## src/rtl/pkt_pkg.sv

```systemverilog
package pkt_pkg;
    typedef enum logic [2:0] {
        ST_IDLE,
        ST_HEAD,
        ST_RES,
        ST_RAW,
        ST_CRC
    } pkt_state_e;

    localparam logic [31:0] PKT_MAGIC    = 32'h5AA5_FF00;
    localparam logic [7:0]  PKT_TYPE_TRG = 8'd16;
    localparam logic [31:0] CRC_POLY_R   = 32'hEDB8_8320;
    localparam logic [31:0] CRC_INIT     = 32'hFFFF_FFFF;
    localparam logic [1:0]  MODE_RES     = 2'd0;
    localparam logic [1:0]  MODE_RAW     = 2'd1;

    function automatic logic [31:0] crc32_word(input logic [31:0] crc_in,
                                               input logic [31:0] d);
        logic [31:0] c;
        c = crc_in;
        for (int i = 0; i < 32; i++) begin
            if (c[0] ^ d[i]) c = (c >> 1) ^ CRC_POLY_R;
            else             c = c >> 1;
        end
        return c;
    endfunction
endpackage

```

## src/rtl/pkt_crc32.sv

```systemverilog
module pkt_crc32
    import pkt_pkg::*;
(
    input  logic        clk,
    input  logic        rst_n,
    input  logic        clear,
    input  logic        feed,
    input  logic [31:0] word,
    output logic [31:0] crc_out
);
    logic [31:0] acc_q;

    always_ff @(posedge clk) begin
        if (!rst_n || clear) acc_q <= CRC_INIT;
        else if (feed)       acc_q <= crc32_word(acc_q, word);
    end

    assign crc_out = ~acc_q;
endmodule

```

## src/rtl/pkt_mask_walker.sv

```systemverilog
module pkt_mask_walker #(
    parameter int NCH  = 16,
    localparam int CH_W = $clog2(NCH)
) (
    input  logic            clk,
    input  logic            rst_n,
    input  logic            load,
    input  logic [NCH-1:0]  load_mask,
    input  logic            advance,
    output logic [CH_W-1:0] cur_ch,
    output logic            empty,
    output logic            last
);
    logic [NCH-1:0] rem_q;

    always_ff @(posedge clk) begin
        if (!rst_n)       rem_q <= '0;
        else if (load)    rem_q <= load_mask;
        else if (advance) rem_q <= rem_q & (rem_q - NCH'(1));
    end

    always_comb begin
        cur_ch = '0;
        for (int i = NCH - 1; i >= 0; i--) begin
            if (rem_q[i]) cur_ch = CH_W'(i);
        end
    end

    assign empty = (rem_q == '0);
    assign last  = !empty && ((rem_q & (rem_q - NCH'(1))) == '0);

    // every step of the walk retires exactly one channel
    a_r6_walk_one_bit: assert property (@(posedge clk) disable iff (!rst_n)
        (advance && !load && !empty) |=> ($countones(rem_q) == $countones($past(rem_q)) - 1));
endmodule

```

## src/rtl/evt_pkt_builder.sv

```systemverilog
module evt_pkt_builder
    import pkt_pkg::*;
#(
    parameter int NCH     = 16,
    parameter int SAMPLES = 60,
    parameter int AMP_W   = 18,
    parameter int TIME_W  = 12,
    parameter int QUAL_W  = 2,
    localparam int CH_W   = $clog2(NCH),
    localparam int IDX_W  = $clog2(SAMPLES)
) (
    input  logic              clk,
    input  logic              rst_n,
    input  logic              start,
    input  logic [1:0]        mode,
    input  logic [7:0]        pkt_id,
    input  logic [7:0]        trig_time,
    input  logic [15:0]       trig_tag,
    input  logic [NCH-1:0]    hit_mask,
    input  logic [NCH-1:0]    raw_mask,
    output logic [CH_W-1:0]   res_ch,
    input  logic [QUAL_W-1:0] res_qual,
    input  logic [TIME_W-1:0] res_time,
    input  logic [AMP_W-1:0]  res_amp,
    output logic [CH_W-1:0]   smp_ch,
    output logic [IDX_W-1:0]  smp_idx,
    input  logic [AMP_W-1:0]  smp_data,
    output logic              out_valid,
    input  logic              out_ready,
    output logic [31:0]       out_data,
    output logic              out_last,
    output logic              busy
);
    pkt_state_e state_q, state_d;
    logic [2:0]       hdr_q;
    logic [IDX_W-1:0] smp_q;
    logic [7:0]       id_q, ttime_q;
    logic [15:0]      tag_q, len_q;
    logic [NCH-1:0]   hmask_q, rmask_q, eff_h, eff_r;
    logic [4:0]       nhit_q, nraw_q;
    logic             take, fire, smp_end;
    logic             h_empty, h_last, r_empty, r_last;
    logic [31:0]      crc_val;

    assign take    = start && (state_q == ST_IDLE);
    assign fire    = out_valid && out_ready;
    assign smp_end = (smp_q == IDX_W'(SAMPLES - 1));
    assign eff_h   = (mode == MODE_RAW) ? '0 : hit_mask;
    assign eff_r   = (mode == MODE_RES) ? '0 : raw_mask;

    pkt_mask_walker #(.NCH(NCH)) u_hit_walk (
        .clk(clk), .rst_n(rst_n), .load(take), .load_mask(eff_h),
        .advance(fire && state_q == ST_RES),
        .cur_ch(res_ch), .empty(h_empty), .last(h_last));

    pkt_mask_walker #(.NCH(NCH)) u_raw_walk (
        .clk(clk), .rst_n(rst_n), .load(take), .load_mask(eff_r),
        .advance(fire && state_q == ST_RAW && smp_end),
        .cur_ch(smp_ch), .empty(r_empty), .last(r_last));

    pkt_crc32 u_crc (
        .clk(clk), .rst_n(rst_n), .clear(take),
        .feed(fire && state_q != ST_CRC), .word(out_data), .crc_out(crc_val));

    // State register
    always_ff @(posedge clk) begin
        if (!rst_n) state_q <= ST_IDLE;
        else        state_q <= state_d;
    end

    // Next-state logic
    always_comb begin
        state_d = state_q;
        unique case (state_q)
            ST_IDLE: if (start) state_d = ST_HEAD;
            ST_HEAD: if (fire && hdr_q == 3'd5)
                         state_d = !h_empty ? ST_RES : (!r_empty ? ST_RAW : ST_CRC);
            ST_RES:  if (fire && h_last) state_d = !r_empty ? ST_RAW : ST_CRC;
            ST_RAW:  if (fire && smp_end && r_last) state_d = ST_CRC;
            ST_CRC:  if (fire) state_d = ST_IDLE;
            default: state_d = ST_IDLE;
        endcase
    end

    // Counters and captured event fields
    always_ff @(posedge clk) begin
        if (!rst_n) begin
            hdr_q <= '0; smp_q <= '0; id_q <= '0; ttime_q <= '0; tag_q <= '0;
            len_q <= '0; hmask_q <= '0; rmask_q <= '0; nhit_q <= '0; nraw_q <= '0;
        end else if (take) begin
            hdr_q   <= '0;
            smp_q   <= '0;
            id_q    <= pkt_id;
            ttime_q <= trig_time;
            tag_q   <= trig_tag;
            hmask_q <= eff_h;
            rmask_q <= eff_r;
            nhit_q  <= 5'($countones(eff_h));
            nraw_q  <= 5'($countones(eff_r));
            len_q   <= 16'd5 + 16'($countones(eff_h))
                       + 16'(SAMPLES) * 16'($countones(eff_r));
        end else if (fire) begin
            if (state_q == ST_HEAD) hdr_q <= hdr_q + 3'd1;
            if (state_q == ST_RAW)  smp_q <= smp_end ? '0 : smp_q + IDX_W'(1);
        end
    end

    // Output logic
    always_comb begin
        out_data = '0;
        unique case (state_q)
            ST_IDLE: out_data = '0;
            ST_HEAD: begin
                unique case (hdr_q)
                    3'd0:    out_data = PKT_MAGIC;
                    3'd1:    out_data = {id_q, PKT_TYPE_TRG, len_q};
                    3'd3:    out_data = {3'b0, nraw_q, 1'b0, 7'(SAMPLES),
                                         3'b0, nhit_q, ttime_q};
                    3'd4:    out_data = {16'(hmask_q), tag_q};
                    3'd5:    out_data = {16'(rmask_q), 16'h0000};
                    default: out_data = '0;
                endcase
            end
            ST_RES:  out_data = 32'({res_qual, res_time, res_amp});
            ST_RAW:  out_data = 32'(smp_data);
            ST_CRC:  out_data = crc_val;
            default: out_data = '0;
        endcase
    end

    assign out_valid = (state_q != ST_IDLE);
    assign out_last  = (state_q == ST_CRC);
    assign busy      = (state_q != ST_IDLE);
    assign smp_idx   = smp_q;

    a_r2_magic_first: assert property (@(posedge clk) disable iff (!rst_n)
        take |=> (out_valid && out_data == PKT_MAGIC));
    a_r10_hold_stall: assert property (@(posedge clk) disable iff (!rst_n)
        (out_valid && !out_ready) |=> (out_valid && $stable(out_data)));
    a_r9_last_closes: assert property (@(posedge clk) disable iff (!rst_n)
        (out_valid && out_ready && out_last) |=> !out_valid);
    a_r11_busy_start: assert property (@(posedge clk) disable iff (!rst_n)
        (busy && start) |=> ($stable(len_q) && $stable(hmask_q) && $stable(rmask_q)));
endmodule

```

## config.mk

```make
export PLATFORM = sky130hd
export DESIGN_NAME = evt_pkt_builder
export DESIGN_NICKNAME = d
export VERILOG_FILES = /design/src/rtl/pkt_pkg.sv /design/src/rtl/pkt_crc32.sv /design/src/rtl/pkt_mask_walker.sv /design/src/rtl/evt_pkt_builder.sv
export SDC_FILE = /design/constraint.sdc
export NUM_CORES = 1
export LEC_CHECK = 0
export BUFFER_PORTS_ARGS = -buffer_cell sky130_fd_sc_hd__buf_2
export CORE_MARGIN = 1
export CORE_UTILIZATION = 25
export DETAILED_ROUTE_END_ITERATION = 10
export PLACE_DENSITY = 0.45
export REMOVE_ABC_BUFFERS = 1
export SLEW_MARGIN = 20
export SYNTH_ARGS = -nofsm -noshare
export SYNTH_HDL_FRONTEND = slang
export SYNTH_SLANG_ARGS = --single-unit
```

## constraint.sdc

```tcl
create_clock -name clk -period 17.9 [get_ports clk]
set_input_delay 2.685 -clock clk [delete_from_list [all_inputs] [get_ports clk]]
set_output_delay 2.685 -clock clk [all_outputs]
set_load 0.02 [all_outputs]
```

==> results.sh <==
export IMPL_status="completed"
export IMPL_layout_nets=1764
export IMPL_yosysTopAreaCell="dfxtp_1"
export IMPL_maxCapViolations=0
export IMPL_ys_top_cells_by_area="dfxtp_1 25%, xnor2_1 9.7%, nand2_1 6.5%"
export IMPL_diodes=0
export IMPL_use_met1_pct=22.7
export IMPL_required_ps=18260
export IMPL_busiest_layer="met2"
export IMPL_yosysSeqAreaShare_pct=25.3
export IMPL_drtIter0Drc=945
export IMPL_slew_violations=0
export IMPL_max_clock_freq_mhz=107
export IMPL_drive_gt1_share_pct=18.5
export IMPL_worstSetupStartpointType="input pin"
export IMPL_ant_nets=0
export IMPL_period_share_pct=52.0
export IMPL_yosysTopAreaCellShare_pct=25.3
export IMPL_rows=82
export IMPL_hold_start="tag_q[8]"
export IMPL_ys_types=81
export IMPL_critPathMaxFanout=18
export IMPL_detail_route_wl_per_cell_um=19.6
export IMPL_max_slew_margin_rel_pct=33.1
export IMPL_syn_area_sq_mm=0.0128
export IMPL_cts_tree="done"
export IMPL_ctsResizeCount=0
export IMPL_setup_viol=0
export IMPL_io_pins=169
export IMPL_initial_core_util_pct=25.5
export IMPL_r2r_slack_ps=11220
export IMPL_r2r_end="u_crc.acc_q[22]"
export IMPL_fp_dieW_um=229
export IMPL_cts_root_buf="clkbuf_16"
export IMPL_core_area_sq_mm=0.0504
export IMPL_grt_pass1_vias=10800
export IMPL_dr_pass1_iters=8
export IMPL_hold_path_depth=2
export IMPL_fillers=5388
export IMPL_crit_type="in -> reg"
export IMPL_die_y_um=229
export IMPL_hp_class="reg -> reg"
export IMPL_use_met2_pct=28.4
export IMPL_timing_final_crit_period_ps=9300
export IMPL_cts_buffers=17
export IMPL_syn2layout_area_growth_pct=16.0
export IMPL_drt_wl_total_mm=44.4
export IMPL_synth_edf_count=0
export IMPL_whs_endpoint="tag_q[8]"
export IMPL_drc=0
export IMPL_postCtsHoldBufs=0
export IMPL_clk_pin_slew_ps=70
export IMPL_port_buffers=168
export IMPL_synthArstFlopShare_pct=0
export IMPL_synth_most_common_cell="nand2_1"
export IMPL_post_cts_buffers=0
export IMPL_grt_overflow=0
export IMPL_clock_sinks=162
export IMPL_clkLatencyLatePin_ps=460
export IMPL_dieArea_sq_mm=0.0522
export IMPL_vias_per_cell=4.78
export IMPL_yosys_register_bits=162
export IMPL_ff2ff_path_depth=15
export IMPL_clock_path_buffers=2
export IMPL_placed_area_sq_mm=0.0143
export IMPL_arrival_ps=9660
export IMPL_num_vias=10800
export IMPL_rsz0062_at_grt="no"
export IMPL_rr_startpoint="hdr_q[1]"
export IMPL_postSynthAreaPerCell_sq_um=8.77
export IMPL_finish_instance_area_sq_mm=0.0149
export IMPL_synth_common_cells="221 x nand2_1, 163 x a21oi_1, 162 x dfxtp_1"
export IMPL_grtUsageMet3_pct=2.17
export IMPL_synth_cells=1464
export IMPL_grt_usage_pct=17.1
export IMPL_antenna_found_initial=0
export IMPL_grt_max_degree=86
export IMPL_grt_pass1_wl_mm=67.2
export IMPL_fin_tns_setup_ps=0
export IMPL_yosys_warnings=0
export IMPL_tightestPinTransition_ps=1000
export IMPL_finalHoldViolCount=0
export IMPL_synth_main_ff_cell="dfxtp_1"
export IMPL_dp_hpwl_mm=34.7
export IMPL_endpoint_kind="flop"
export IMPL_htreeDepth=4
export IMPL_place_congestion=0.882
export IMPL_skew_ps=16.6
[cell type report]
class	instances	area [sq um]	area share, %
sequential	162	3240	21.8
multi-input combinational	1167	9050	60.8
tap	672	841	5.65
clock buffer	17	425	2.86
clock inverter	15	168	1.13
timing repair buffer	183	953	6.41
inverter	53	200	1.35
[stage by stage]
step | utilization, % | instances | setup WS, ps | hold slack, ps
6_report | 29.5 | 2269 | 8600 | 454
3_3_place_gp | 28.4 | 2237 | 8200 | 441
2_1_floorplan | - | 1382 | 8770 | 431
3_5_place_dp | 28.4 | 2237 | 8090 | 446
4_1_cts | 29.5 | 2269 | 8560 | 455
5_1_grt | 29.5 | 2269 | 8290 | 475
[logic make-up (layout without fill, tap and decap cells)]
logic type               Yosys count  after routing  synth area share (%)
AO/OA/AOI/OAI                    369            369                  18.8
XOR/XNOR                         270            270                  27.0
adder cells (fa/ha/maj)           63             63                  7.49
buffers and inverters            135            268                  4.39
flip-flops                       162            162                  25.3
multiplexers                      20             20                  1.62
AND/OR/NAND/NOR                  445            445                  15.5
[sequential cells by signal (all words and copies together), names as in the netlist]
| register | count |
|---|---|
| id_q | 8 |
| smp_idx | 6 |
| len_q | 12 |
| nhit_q | 5 |
| u_hit_walk.rem_q | 16 |
| hdr_q | 3 |
| u_crc.acc_q | 32 |
| nraw_q | 5 |
| state_q | 3 |
| ttime_q | 8 |
| hmask_q | 16 |
| tag_q | 16 |
| rmask_q | 16 |
| u_raw_walk.rem_q | 16 |
[per-layer routing]
metal  routed length (um)  vias up
li1                     -     5293
met1                20200     5230
met2                21000      282
met3                 2020       43
met4                 1100        0
met5                    0        -
[worst max path at each step]
stage            start   endpoint  slack, ps  depth (start not counted)
2_1_floorplan  mode[0]  len_q[10]       8770                         24
3_3_place_gp   mode[0]  len_q[10]       8200                         25
3_5_place_dp   mode[0]  len_q[10]       8090                         25
4_1_cts        mode[0]  len_q[10]       8560                         25
5_1_grt        mode[0]  len_q[10]       8290                         25
6_report       mode[0]  len_q[10]       8600                         25
[placed cells by master, fill, tap and decap left out, drive strengths merged, types with 8 or more instances in the layout]
cell     synthesis  routed
fa              24      24
nand2          221     221
o22ai           12      12
buf             22     183
nand2b          14      14
o22a            10      10
xnor2          161     161
ha              36      36
o21ai           49      49
dfxtp          162     162
nor2            93      93
inv             53      61
and2            35      35
nor3            25      25
a2bb2oi          8       8
a22oi            8       8
a222oi          15      15
a21o            14      14
xor2            61      61
nand3           17      17
xor3             8       8
xnor3           40      40
o211ai          27      27
mux2i           14      14
clkbuf          60      17
a21oi          163     163
[worst max-delay path, stage by stage]
cell,delay (ps)
buf_2,100
or2_2,440
and2_1,250
fa_1,500
fa_1,510
inv_1,50
fa_1,530
inv_1,60
fa_1,440
ha_1,230
fa_1,460
xnor2_1,490
inv_1,100
ha_1,350
xnor2_1,170
fa_1,560
inv_1,50
ha_1,330
a21oi_1,140
o21bai_1,110
a21o_1,190
a21oi_1,160
xor2_1,110
or3_1,370
a311oi_1,250
Power is not shown: default switching activity piles up to over one toggle a cycle in this logic, so the estimate is an artifact.
